**config.mk**
```make
export PLATFORM = sky130hd
export DESIGN_NAME = extirq_normalizer
export DESIGN_NICKNAME = d
export VERILOG_FILES = /design/src/rtl/extirq_pkg.sv /design/src/rtl/extirq_sampler.sv /design/src/rtl/extirq_line.sv /design/src/rtl/extirq_regif.sv /design/src/rtl/extirq_normalizer.sv
export SDC_FILE = /design/constraint.sdc
export NUM_CORES = 1
export LEC_CHECK = 0
export BUFFER_PORTS_ARGS = -buffer_cell sky130_fd_sc_hd__buf_2
export CAP_MARGIN = 40
export CORE_ASPECT_RATIO = 0.7
export CORE_MARGIN = 4
export CORE_UTILIZATION = 25
export DETAILED_ROUTE_END_ITERATION = 8
export SLEW_MARGIN = 20
export SYNTH_ARGS = -nofsm -noshare
export SYNTH_HDL_FRONTEND = slang
export SYNTH_SLANG_ARGS = --single-unit
```
**constraint.sdc**
```tcl
create_clock -name clk -period 2 [get_ports clk]
set_input_delay 0.3 -clock clk [delete_from_list [all_inputs] [get_ports clk]]
set_output_delay 0.3 -clock clk [all_outputs]
set_load 0.03 [all_outputs]
```
**src/rtl/extirq_pkg.sv**
```systemverilog
package extirq_pkg;

    localparam int unsigned NUM_LINES = 3;
    localparam int unsigned BYTE_W    = 8;
    localparam int unsigned OFFS_W    = 12;

    typedef enum logic [1:0] {
        TRIG_LEVEL_HIGH = 2'b00,
        TRIG_LEVEL_LOW  = 2'b01,
        TRIG_EDGE_RISE  = 2'b10,
        TRIG_EDGE_FALL  = 2'b11
    } trig_e;

    // Control byte as seen on the register port (bit 7 down to bit 0).
    typedef struct packed {
        trig_e      trig;
        logic       enable;
        logic       slow_clk;
        logic [2:0] rsvd;
        logic       pending;
    } ctl_byte_t;

    // Stored configuration of one line.
    typedef struct packed {
        trig_e trig;
        logic  enable;
        logic  slow_clk;
    } line_cfg_t;

    localparam line_cfg_t CFG_RESET = '{trig: TRIG_LEVEL_HIGH, enable: 1'b0, slow_clk: 1'b0};

    function automatic logic trig_is_edge(trig_e t);
        return (t == TRIG_EDGE_RISE) || (t == TRIG_EDGE_FALL);
    endfunction

    function automatic logic trig_is_inverted(trig_e t);
        return (t == TRIG_LEVEL_LOW) || (t == TRIG_EDGE_FALL);
    endfunction

    // Split-layout address of each line's control byte.
    function automatic logic [OFFS_W-1:0] line_offset(int unsigned idx);
        case (idx)
            0:       return 12'h000;
            1:       return 12'h328;
            default: return 12'h32C;
        endcase
    endfunction

endpackage

```
**src/rtl/extirq_sampler.sv**
```systemverilog
module extirq_sampler #(
    parameter int unsigned STAGES = 2
) (
    input  logic clk,
    input  logic rst,
    input  logic smp_en,
    input  logic raw,
    output logic lvl,
    output logic rise,
    output logic fall
);
    logic [STAGES-1:0] chain;
    logic              prev;

    always_ff @(posedge clk) begin
        if (rst) begin
            chain <= '0;
            prev  <= 1'b0;
        end else if (smp_en) begin
            chain <= {chain[STAGES-2:0], raw};
            prev  <= chain[STAGES-1];
        end
    end

    assign lvl  = chain[STAGES-1];
    // Qualified by the sample strobe so a slow window reports each edge once.
    assign rise = smp_en &  lvl & ~prev;
    assign fall = smp_en & ~lvl &  prev;
endmodule

```
**src/rtl/extirq_line.sv**
```systemverilog
module extirq_line
    import extirq_pkg::*;
#(
    parameter int unsigned SYNC_STAGES = 2
) (
    input  logic              clk,
    input  logic              rst,
    input  logic              smp_tick,
    input  logic              wr,
    input  logic [BYTE_W-1:0] wbyte,
    input  logic              raw,
    output ctl_byte_t         rbyte,
    output logic              irq,
    output logic              lvl_sync,
    output logic              edge_hit
);
    line_cfg_t cfg_q;
    logic      pend_q;
    ctl_byte_t wr_view;
    logic      smp_en;
    logic      rise;
    logic      fall;
    logic      cond_lvl;
    logic      is_edge;
    logic      wr_unused;

    assign wr_view   = ctl_byte_t'(wbyte);
    assign wr_unused = ^wr_view.rsvd;
    assign smp_en    = ~cfg_q.slow_clk | smp_tick;
    assign is_edge   = trig_is_edge(cfg_q.trig);

    extirq_sampler #(.STAGES(SYNC_STAGES)) i_sampler (
        .clk    (clk),
        .rst    (rst),
        .smp_en (smp_en),
        .raw    (raw),
        .lvl    (lvl_sync),
        .rise   (rise),
        .fall   (fall)
    );

    assign cond_lvl = lvl_sync ^ trig_is_inverted(cfg_q.trig);
    assign edge_hit = cfg_q.enable & is_edge &
                      (trig_is_inverted(cfg_q.trig) ? fall : rise);

    always_ff @(posedge clk) begin
        if (rst) begin
            cfg_q  <= CFG_RESET;
            pend_q <= 1'b0;
        end else begin
            if (wr) begin
                cfg_q <= '{trig: wr_view.trig, enable: wr_view.enable,
                           slow_clk: wr_view.slow_clk};
            end
            if (!is_edge)
                pend_q <= 1'b0;
            else if (edge_hit)
                pend_q <= 1'b1;
            else if (wr && wr_view.pending)
                pend_q <= 1'b0;
        end
    end

    always_comb begin
        rbyte          = '0;
        rbyte.trig     = cfg_q.trig;
        rbyte.enable   = cfg_q.enable;
        rbyte.slow_clk = cfg_q.slow_clk;
        rbyte.pending  = is_edge ? pend_q : cond_lvl;
    end

    assign irq = cfg_q.enable & (is_edge ? pend_q : cond_lvl);
endmodule

```
**src/rtl/extirq_regif.sv**
```systemverilog
module extirq_regif
    import extirq_pkg::*;
#(
    parameter bit          SHARED = 1'b1,
    parameter int unsigned ADDR_W = 12,
    parameter int unsigned DATA_W = 32,
    localparam int unsigned LANES = DATA_W / 8
) (
    input  logic                              we,
    input  logic [ADDR_W-1:0]                 addr,
    input  logic [LANES-1:0]                  be,
    input  logic [DATA_W-1:0]                 wdata,
    input  logic [NUM_LINES-1:0][BYTE_W-1:0]  rd_bytes,
    output logic [NUM_LINES-1:0]              line_wr,
    output logic [NUM_LINES-1:0][BYTE_W-1:0]  line_wdata,
    output logic [DATA_W-1:0]                 rdata
);
    generate
        if (SHARED) begin : g_shared
            logic hit;
            logic lane_unused;
            assign hit         = (addr == '0);
            assign lane_unused = ^{be, wdata};
            for (genvar i = 0; i < NUM_LINES; i++) begin : g_lane
                localparam int unsigned LANE = NUM_LINES - 1 - i;
                assign line_wr[i]    = we & hit & be[LANE];
                assign line_wdata[i] = wdata[LANE*BYTE_W +: BYTE_W];
            end
            always_comb begin
                rdata = '0;
                if (hit) begin
                    for (int k = 0; k < NUM_LINES; k++)
                        rdata[(NUM_LINES-1-k)*BYTE_W +: BYTE_W] = rd_bytes[k];
                end
            end
        end else begin : g_split
            logic [NUM_LINES-1:0] hit;
            logic                 lane_unused;
            assign lane_unused = ^{be, wdata};
            for (genvar i = 0; i < NUM_LINES; i++) begin : g_line
                assign hit[i]        = (addr == ADDR_W'(line_offset(i)));
                assign line_wr[i]    = we & hit[i] & be[0];
                assign line_wdata[i] = wdata[BYTE_W-1:0];
            end
            always_comb begin
                rdata = '0;
                for (int k = 0; k < NUM_LINES; k++)
                    if (hit[k]) rdata[BYTE_W-1:0] = rd_bytes[k];
            end
        end
    endgenerate
endmodule

```
**src/rtl/extirq_normalizer.sv**
```systemverilog
module extirq_normalizer
    import extirq_pkg::*;
#(
    parameter bit          SHARED_LAYOUT = 1'b1,
    parameter int unsigned ADDR_W        = 12,
    parameter int unsigned DATA_W        = 32,
    parameter int unsigned SYNC_STAGES   = 2
) (
    input  logic                 clk,
    input  logic                 rst,
    input  logic                 smp_tick,
    input  logic                 reg_we,
    input  logic [ADDR_W-1:0]    reg_addr,
    input  logic [DATA_W/8-1:0]  reg_be,
    input  logic [DATA_W-1:0]    reg_wdata,
    output logic [DATA_W-1:0]    reg_rdata,
    input  logic [NUM_LINES-1:0] ext_in,
    output logic [NUM_LINES-1:0] irq_out
);
    logic [NUM_LINES-1:0]             line_wr;
    logic [NUM_LINES-1:0][BYTE_W-1:0] line_wdata;
    logic [NUM_LINES-1:0][BYTE_W-1:0] rd_bytes;
    logic [NUM_LINES-1:0]             lvl_sync;
    logic [NUM_LINES-1:0]             edge_hit;

    extirq_regif #(
        .SHARED (SHARED_LAYOUT),
        .ADDR_W (ADDR_W),
        .DATA_W (DATA_W)
    ) i_regif (
        .we         (reg_we),
        .addr       (reg_addr),
        .be         (reg_be),
        .wdata      (reg_wdata),
        .rd_bytes   (rd_bytes),
        .line_wr    (line_wr),
        .line_wdata (line_wdata),
        .rdata      (reg_rdata)
    );

    for (genvar i = 0; i < NUM_LINES; i++) begin : g_line
        ctl_byte_t rbyte;
        extirq_line #(.SYNC_STAGES(SYNC_STAGES)) i_line (
            .clk      (clk),
            .rst      (rst),
            .smp_tick (smp_tick),
            .wr       (line_wr[i]),
            .wbyte    (line_wdata[i]),
            .raw      (ext_in[i]),
            .rbyte    (rbyte),
            .irq      (irq_out[i]),
            .lvl_sync (lvl_sync[i]),
            .edge_hit (edge_hit[i])
        );
        assign rd_bytes[i] = rbyte;
    end
endmodule

```
==> impl_metrics.py <==
metrics = {
    "floorplanning": {
        "row_count": 23,
        "io-pin-count": 90,
        "die_w_um": 101,
        "start_util": 0.262,
        "chipHeight_um": 73.1,
        "core_um2": 5780,
        "fp.dieArea_um2": 7390,
    },
    "sta": {
        "timing_max_transition_violations_final": 0,
        "timing.max_slew.rel_slack": 0.652,
        "layout_worst_path_cycle_share": 0.977,
        "rsz_0062_raised_after_global_routing": "yes",
        "setup-violations-final": 0,
        "post_route_minimum_period_ps": 1950,
        "max_clock_freq_mhz": 512,
        "setup_slack_ps": 45.6,
        "finClkSkew_ps": 10.2,
        "worst_slew_pin_slew_ps": 522,
        "timing_hold_violations_final": 0,
    },
    "cts": {
        "holdBufCountCts": 0,
        "clock-root-buffer": "sky130_fd_sc_hd__clkbuf_8",
        "clock_tree.buffer_depth": 2,
        "cts_max_level": 1,
        "tritoncts.num_buffers": 3,
        "tritoncts": "yes",
        "worst_setup_hold_path_clk_slew_ps": 90,
        "clkSinkCount": 24,
        "clk-insertion-delay-late_ps": 270,
    },
    "yosys": {
        "yosys_warnings": 0,
        "yosys.area.top_type_share": 0.317,
        "ys_ff_latch": 24,
        "yosys.cell_count.top_type": "sky130_fd_sc_hd__dfxtp_1",
        "synth_largest_area_cell": "sky130_fd_sc_hd__dfxtp_1",
        "synth.distinct_cells": 30,
        "postSynth.asyncResetShare": 0,
        "post_synth_main_area_contributors": "sky130_fd_sc_hd__dfxtp_1 32%, sky130_fd_sc_hd__mux2i_1 13%, sky130_fd_sc_hd__buf_4 10%, sky130_fd_sc_hd__nand2b_1 9.5%, sky130_fd_sc_hd__nor4_4 4.2%",
        "synth_common_cells": "24 x sky130_fd_sc_hd__dfxtp_1, 23 x sky130_fd_sc_hd__nand2b_1, 21 x sky130_fd_sc_hd__buf_4",
        "synth_flop_cell": "sky130_fd_sc_hd__dfxtp_1",
        "syn_area_per_cell_um2": 9.07,
        "synth.yosys.seq_area_share": 0.317,
        "post_synth_instance_area_um2": 1520,
        "syn-instance-count": 167,
        "synth_edf_count": 0,
    },
    "global_routing": {
        "grt_antenna_before_repair": 0,
        "remaining_global_route_overflow": 0,
        "grt_start_max_net_pins": 37,
        "first_global_vias": 1191,
        "grt_first_pass_wirelength_mm": 5.62,
        "grt_util_all_layers": 0.0972,
    },
    "final_layout": {
        "nNetsFinal": 278,
        "antenna_cells_inserted": 0,
        "finalNonFillerCells": 297,
        "layout.core_utilization": 0.350,
        "n_fill_cell": 589,
        "post_route_cells_drive_above_1_share": 0.414,
        "area_delta_synth_final_pct": 33.6,
        "design_area_um2": 2020,
    },
    "power": {
        "power.density_cell_area_nw_per_um2": 519,
        "ir_drop_v": 0.000246,
        "p_total_w": 0.00105,
        "p_leak_nw": 0.845,
    },
    "setup_path": {
        "timing.critical_path.fanout_max": 7,
        "rrSetupSlack_ps": 570,
        "critPathLaunch": "reg_addr[6]",
        "cp_arrival_ps": 1650,
        "reg2reg_from": "g_line[1].i_line.i_sampler.chain[1]",
        "crit_type": "input pin to output port",
        "critical_path_startpoint_category": "input pin",
        "cp_data_required_time_ps": 1700,
        "worst_setup_path_end_kind": "output port",
    },
    "drt": {
        "drtIter0Drc": 21,
        "drt.antenna.violating_nets": 0,
        "drc": 0,
        "drt-wirelength-per-cell_um": 12.3,
        "drt_first_pass_iters": 4,
        "totalWireLength_mm": 3.66,
        "num_vias": 1248,
        "vias_per_cell": 4.20,
    },
    "hold_path": {
        "timing.hold.worst.class": "input pin to flip-flop",
        "min-delay-start": "ext_in[1]",
    },
    "placement": {
        "post-dp-hpwl_mm": 2.79,
        "dp_slack_ps": -10.6,
        "gp_congestion": 0.706,
        "postPlaceCellArea_um2": 1820,
        "dp_cells": 292,
        "io_buffer_count": 54,
    },
    "flow_run": {
        "cap_violations": 0,
    },
    "run_status": {
        "outcome": "completed",
    },
}
==> power by group <==
part | leakage (nW) | total [W] | switching [W] | internal (W)
clock network | 0.0357 | 0.000428 | 0.000160 | 0.000268
registers | 0.195 | 0.000490 | 0.00000561 | 0.000485
logic | 0.615 | 0.000132 | 0.0000823 | 0.0000497
total | 0.845 | 0.00105 | 0.000248 | 0.000802
==> final cells by class <==
class / count / area, um2 / area share
clock buffer: 3 / 41.3 / 0.0204
clock inverter: 1 / 30.0 / 0.0148
inverter: 2 / 7.51 / 0.00371
multi-input combinational: 130 / 960 / 0.474
sequential: 24 / 480 / 0.237
tap: 75 / 93.8 / 0.0464
timing repair buffer: 62 / 412 / 0.203
==> metrics by stage <==
step	hold slack (ps)	setup TNS (ps)
2_1_floorplan	432	-515
3_3_place_gp	442	-27.6
3_5_place_dp	456	-12.3
4_1_cts	260	0
5_1_grt	279	-54.5
6_report	260	0
==> repair_timing <==
| action | 4_1_cts | 5_1_grt |
|---|---|---|
| pin swaps | 0 | 2 |
| setup endpoints to repair | 1 | 14 |
| setup buffers | 0 | 0 |
| resized for setup | 1 | 50 |
| cloned | 0 | 1 |
==> sequential cells by signal, summed over array words and instances (netlist names) <==
register,cells
g_line.i_line.i_sampler.chain,6
g_line.i_line.rbyte,12
g_line.i_line.i_sampler.prev,3
g_line.i_line.pend_q,3
==> cells by family after synthesis <==
family / Yosys count / synth area share
compound gates: 9 / 0.0454
simple gates: 80 / 0.346
flops: 24 / 0.317
other cells: 1 / 0.00247
buf+inv: 29 / 0.130
mux: 21 / 0.142
xor+xnor: 3 / 0.0173
==> final timing paths <==
kind	end	cells after the start
max	reg_rdata[0]	6
min	g_line[1].i_line.i_sampler.chain[0]	3
max reg2reg	g_line[1].i_line.pend_q	3
min reg2reg	g_line[0].i_line.i_sampler.chain[1]	2
==> worst max-delay path, stage by stage <==
cell	delay [ps]
sky130_fd_sc_hd__buf_6	90
sky130_fd_sc_hd__or4_4	540
sky130_fd_sc_hd__nor3_4	260
sky130_fd_sc_hd__buf_6	170
sky130_fd_sc_hd__nor2b_4	150
sky130_fd_sc_hd__buf_6	130
==> cell usage in the layout, fill, tap and decap left out, drive strengths merged, types with 2 or more instances in the layout <==
cell	instances
buf	62
dfxtp	24
nand2b	23
mux2i	20
conb	17
and2	10
nand2	9
nor2b	9
nor2	8
nand3b	5
nor4	5
or4	3
xor2	3
a21oi	3
or2	3
o211ai	3
clkbuf	3
inv	2
a2111o	2
or3b	2
==> layer usage <==
layer | track usage | up-vias | share of wire
li1 | - | 635 | -
met1 | 0.134 | 565 | 0.48
met2 | 0.146 | 44 | 0.44
met3 | 0.0334 | 4 | 0.073
met4 | 0.0221 | 0 | 0.0074
met5 | 0 | - | 0
Power figures use the tool's default switching activity.
